`config.mk`:
```
export PLATFORM = sky130hd
export DESIGN_NAME = paired_irq_ctrl
export DESIGN_NICKNAME = d
export VERILOG_FILES = /design/src/rtl/paired_irq_pkg.sv /design/src/rtl/paired_irq_chan.sv /design/src/rtl/paired_irq_regif.sv /design/src/rtl/paired_irq_ctrl.sv
export SDC_FILE = /design/constraint.sdc
export NUM_CORES = 1
export LEC_CHECK = 0
export CORE_ASPECT_RATIO = 0.7
export CORE_UTILIZATION = 51
export DETAILED_ROUTE_END_ITERATION = 16
export DONT_BUFFER_PORTS = 1
export PLACE_DENSITY = 0.78
export SYNTH_ARGS = -nofsm -noshare
export SYNTH_HDL_FRONTEND = slang
export SYNTH_SLANG_ARGS = --single-unit
```
`constraint.sdc`:
```
create_clock -name clk -period 5.6 [get_ports clk]
set_clock_uncertainty 0.05 [all_clocks]
set_input_delay 0.56 -clock clk [delete_from_list [all_inputs] [get_ports clk]]
set_output_delay 0.56 -clock clk [all_outputs]
set_load 0.01 [all_outputs]
```
`src/rtl/paired_irq_pkg.sv`:
```
package paired_irq_pkg;
    localparam int REG_DW      = 32;
    localparam int EVTS_PER_CH = 2;
    localparam int EVT_HALF    = 0;
    localparam int EVT_DONE    = 1;

    typedef enum logic [1:0] {
        TGT_NONE,
        TGT_ENABLE,
        TGT_PENDING
    } reg_target_e;
endpackage

```
`src/rtl/paired_irq_chan.sv`:
```
module paired_irq_chan (
    input  logic       clk,
    input  logic       rst_n,
    input  logic [1:0] evt,
    input  logic [1:0] clr,
    output logic [1:0] pend
);
    always_ff @(posedge clk) begin
        if (!rst_n) pend <= '0;
        else        pend <= (pend & ~clr) | evt;
    end

    for (genvar j = 0; j < 2; j++) begin : g_chk
        AST_SET_WINS: assert property (@(posedge clk) disable iff (!rst_n)
            evt[j] |=> pend[j]);
        AST_CLEAR_TAKES: assert property (@(posedge clk) disable iff (!rst_n)
            (clr[j] && !evt[j]) |=> !pend[j]);
        AST_STICKY_HOLD: assert property (@(posedge clk) disable iff (!rst_n)
            (!clr[j] && !evt[j]) |=> $stable(pend[j]));
    end
endmodule

```
`src/rtl/paired_irq_regif.sv`:
```
module paired_irq_regif
    import paired_irq_pkg::*;
#(
    parameter int ADDR_W   = 8,
    parameter int NBITS    = 32,
    parameter int OFS_EN   = 0,
    parameter int OFS_PEND = 4
) (
    input  logic              clk,
    input  logic              rst_n,
    input  logic              sel,
    input  logic              wr,
    input  logic [ADDR_W-1:0] addr,
    input  logic [REG_DW-1:0] wdata,
    input  logic [NBITS-1:0]  pend_q,
    output logic [NBITS-1:0]  en_q,
    output logic [NBITS-1:0]  clr_mask,
    output logic [REG_DW-1:0] rdata
);
    reg_target_e tgt;

    always_comb begin
        if (!sel)                              tgt = TGT_NONE;
        else if (addr == ADDR_W'(OFS_EN))      tgt = TGT_ENABLE;
        else if (addr == ADDR_W'(OFS_PEND))    tgt = TGT_PENDING;
        else                                   tgt = TGT_NONE;
    end

    always_ff @(posedge clk) begin
        if (!rst_n)                          en_q <= '0;
        else if (wr && tgt == TGT_ENABLE)    en_q <= wdata[NBITS-1:0];
    end

    always_comb begin
        clr_mask = '0;
        rdata    = '0;
        unique case (tgt)
            TGT_ENABLE:  rdata = REG_DW'(en_q);
            TGT_PENDING: begin
                rdata = REG_DW'(pend_q);
                if (wr) clr_mask = wdata[NBITS-1:0];
            end
            default: ;
        endcase
    end

    AST_STRAY_NO_CLEAR: assert property (@(posedge clk) disable iff (!rst_n)
        (tgt != TGT_PENDING) |-> (clr_mask == '0));
    AST_EN_UNTOUCHED: assert property (@(posedge clk) disable iff (!rst_n)
        !(wr && tgt == TGT_ENABLE) |=> $stable(en_q));
endmodule

```
`src/rtl/paired_irq_ctrl.sv`:
```
module paired_irq_ctrl
    import paired_irq_pkg::*;
#(
    parameter int NUM_NORMAL = 8,
    parameter int NUM_DEDIC  = 8,
    parameter int ADDR_W     = 8,
    parameter int OFS_EN     = 0,
    parameter int OFS_PEND   = 4
) (
    input  logic                  clk,
    input  logic                  rst_n,
    input  logic [NUM_NORMAL-1:0] norm_half,
    input  logic [NUM_NORMAL-1:0] norm_done,
    input  logic [NUM_DEDIC-1:0]  ded_half,
    input  logic [NUM_DEDIC-1:0]  ded_done,
    input  logic                  reg_sel,
    input  logic                  reg_wr,
    input  logic [ADDR_W-1:0]     reg_addr,
    input  logic [REG_DW-1:0]     reg_wdata,
    output logic [REG_DW-1:0]     reg_rdata,
    output logic                  irq_out
);
    localparam int NCH   = NUM_NORMAL + NUM_DEDIC;
    localparam int NBITS = NCH * EVTS_PER_CH;

    logic [NBITS-1:0] pend_all;
    logic [NBITS-1:0] en_q;
    logic [NBITS-1:0] clr_mask;
    logic [NCH-1:0]   ev_half;
    logic [NCH-1:0]   ev_done;

    paired_irq_regif #(
        .ADDR_W  (ADDR_W),
        .NBITS   (NBITS),
        .OFS_EN  (OFS_EN),
        .OFS_PEND(OFS_PEND)
    ) u_regif (
        .clk     (clk),
        .rst_n   (rst_n),
        .sel     (reg_sel),
        .wr      (reg_wr),
        .addr    (reg_addr),
        .wdata   (reg_wdata),
        .pend_q  (pend_all),
        .en_q    (en_q),
        .clr_mask(clr_mask),
        .rdata   (reg_rdata)
    );

    for (genvar c = 0; c < NCH; c++) begin : g_ch
        if (c < NUM_NORMAL) begin : g_norm
            assign ev_half[c] = norm_half[c];
            assign ev_done[c] = norm_done[c];
        end else begin : g_ded
            assign ev_half[c] = ded_half[c-NUM_NORMAL];
            assign ev_done[c] = ded_done[c-NUM_NORMAL];
        end

        paired_irq_chan u_chan (
            .clk  (clk),
            .rst_n(rst_n),
            .evt  ({ev_done[c], ev_half[c]}),
            .clr  (clr_mask[EVTS_PER_CH*c +: EVTS_PER_CH]),
            .pend (pend_all[EVTS_PER_CH*c +: EVTS_PER_CH])
        );
    end

    assign irq_out = |(pend_all & en_q);

    AST_MASK_ALL: assert property (@(posedge clk) disable iff (!rst_n)
        (reg_sel && reg_wr && reg_addr == ADDR_W'(OFS_EN) && reg_wdata == '0)
        |=> !irq_out);
    AST_IRQ_NEEDS_PEND: assert property (@(posedge clk) disable iff (!rst_n)
        irq_out |-> (pend_all != '0));
    AST_IRQ_NEEDS_EN: assert property (@(posedge clk) disable iff (!rst_n)
        irq_out |-> (en_q != '0));
endmodule

```
==> run summary <==
status: finished, final reports clean
row cnt: 22
deepest level of the CTS H-tree: 3
worst min path class: input pin to register
GR Overflow Total: 0
setup bufs post-CTS: 0
# Max-Cap Violations: 0
vias in the first global route: 2399
DR vias/cell: 6.057
Register Area: 1281 µm²
Clock power frac: 0.463
CP delay by family, top: simple AND/OR/NAND/NOR gates
Detailed Place HPWL: 4.856 mm
Post-Syn Area per Cell: 8.571 µm²
multi-input logic area: 1419 µm²
slowest CP cell: or4b_1
syn_nets: 417
P_sw: 0.0001997 W
DIE HEIGHT: 65.34 µm
Layout Area Growth over Synthesis: 8.005%
Slew Limit Fails: 0
initial antenna violation count: 0
Worst Tran Pin Value: 1158 ps
Syn Inst Count: 341
RePlAce Congestion: 0.7126
Antenna Cells: 0
share of cells above drive strength 1: 0.06567
Buf/Inv on CP: 1
relative slew slack: 0.2279
Resized cells post-CTS: 0
Critical Path End Type: primary output
Finished Cell Area: 3157 µm²
# hold bufs at CTS: 0
Comb pwr share: 0.030
Seq pwr share: 0.507
# setup viols final: 0
All-Layer GR Usage: 0.2487
Peak VDD IR: 0.0001516 V
CP max stage delay: 620 ps
Sum Neg Setup Slack: 0 ps
Area after DPL: 2937 µm²
CP Max Fanout: 32
WS Path Type: input pin to primary output
Die X: 92.48 µm
Synth cell types: 16
Fmax: 0.3863 GHz
crit share post-route: 0.4622
CP Launch Type: input pin
post-route ant nets: 0
Pwr Total: 0.0009586 W
Final nets: 407
final WL: 7.227 mm
pin count of the biggest net entering global routing: 97
global-route wire length before repair: 11.54 mm
cts bufs inserted: 9
Worst Path Required: 4990 ps
CP Cell Sequence: or4b_1, nor3_2, buf_4, a22o_1
yosys warns: 0
mapped cell area: 2923 µm²
Pleak: 1.471 nW
root buf cell: clkbuf_8
Hold Vio Cnt, Final: 0
RR Startpoint: g_ch[6].u_chan.pend[0]$_SDFF_PN0_
I/O Buffers: 0
Worst setup startpoint: reg_addr[3]
register bit total from synthesis: 64
die area: 6042 µm²
power density over the cells: 303.7 nW/µm²
Fin Hold WS: 257.3 ps
clock slew at reported path FFs: 70 ps
drt first pass iters: 4
Sw Share: 0.2083
Ports: 109
crit path time final: 2589 ps
Clock Sinks: 64
Skew-Pair Late Insertion Delay: 340 ps
CTS tree: built
DRC: 0
Starting Density: 0.5445
Initial DRC Count: 135
Clock Tree Buf Depth: 2
Worst EP arrival: 1980 ps
Fillers: 491
sequential-to-total area share from yosys stat: 0.4384
post-DR wirelength/cell: 17.76 µm
unrepaired setup endpoints after global routing: no
Via Count: 2465
CORE AREA: 5368 µm²
hold_sp: reg_wdata[30]
Pint: 0.0007589 W
-- power by group through the flow --
stage	sequential [W]	clock, W	combinational [W]
finish	0.000486	0.000443	0.0000292
global route	0.000488	0.000470	0.0000349
CTS	0.000485	0.000451	0.0000295
detailed placement	0.000495	0	0.0000292
global placement	0.000495	0	0.0000276
floorplan	0.000491	0	0.0000334
-- worst paths after layout --
kind                                                           end  slack [ps]  cells past startpoint
worst max-delay path                                  reg_rdata[5]        3010                      4
worst min-delay path            g_ch[15].u_chan.pend[0]$_SDFF_PN0_         260                      1
worst max register to register   g_ch[6].u_chan.pend[0]$_SDFF_PN0_        4830                      2
worst min register to register       u_regif.en_q[24]$_SDFFE_PN0P_         430                      2
-- Yosys cell counts, drive strengths merged --
| master | instances | area share |
|---|---|---|
| inv | 33 | 0.042 |
| nand4 | 4 | 0.0086 |
| a22o | 32 | 0.096 |
| buf | 4 | 0.013 |
| mux2i | 32 | 0.11 |
| o21ai | 32 | 0.055 |
| clkbuf | 20 | 0.026 |
| or4 | 2 | 0.0064 |
| dfxtp | 64 | 0.44 |
| a31oi | 32 | 0.068 |
| or4b | 2 | 0.0068 |
| nand2 | 65 | 0.083 |
| a22oi | 16 | 0.041 |
| nor3 | 3 | 0.0051 |
-- area by class of cell --
type | count | area share
Clock buffer | 12 | 0.04915
Clock inverter | 3 | 0.02061
Inverter | 33 | 0.03924
Multi-Input combinational cell | 220 | 0.4495
Sequential cell | 64 | 0.4059
Tap cell | 72 | 0.02854
Timing Repair Buffer | 3 | 0.007134
-- state kept, by name, summed over array words and instances (netlist names) --
register	cells
u_regif.en_q	32
g_ch.u_chan.pend	32
-- layer usage --
layer	GRT usage	vias up	share of wire
met2	0.3796	104	0.44
met5	0	-	0
met3	0.1181	8	0.11
li1	-	1197	-
met4	0.06445	0	0.011
met1	0.3153	1156	0.44
-- per-stage QoR --
stage	std cells	setup WS [ps]	utilization
after floorplan	341	2998	-
after global placement	392	2829	0.5471
after detailed placement	392	2749	0.5471
after CTS	407	3032	0.5881
after global routing	407	2971	0.5881
final	407	3011	0.5881
-- logic make-up (layout without fill, tap and decap cells) --
kind of cell           Yosys count  after routing  synth area share
AO/OA/AOI/OAI                  112            112            0.2603
AND/OR/NAND/NOR                 76             76            0.1104
flip-flops                      64             64            0.4384
buffers and inverters           57             51           0.08133
multiplexers                    32             32            0.1096
-- placed cells by master, fill, tap and decap left out, types with 2 or more instances in the layout --
cell	count
bufinv_16	2
nand4_1	4
a22o_1	32
o21ai_0	32
a31oi_1	32
a22oi_1	16
clkbuf_8	11
mux2i_1	32
inv_1	33
nor3_2	3
nand2_1	65
buf_4	3
dfxtp_1	64
Power figures use the tool's default switching activity.
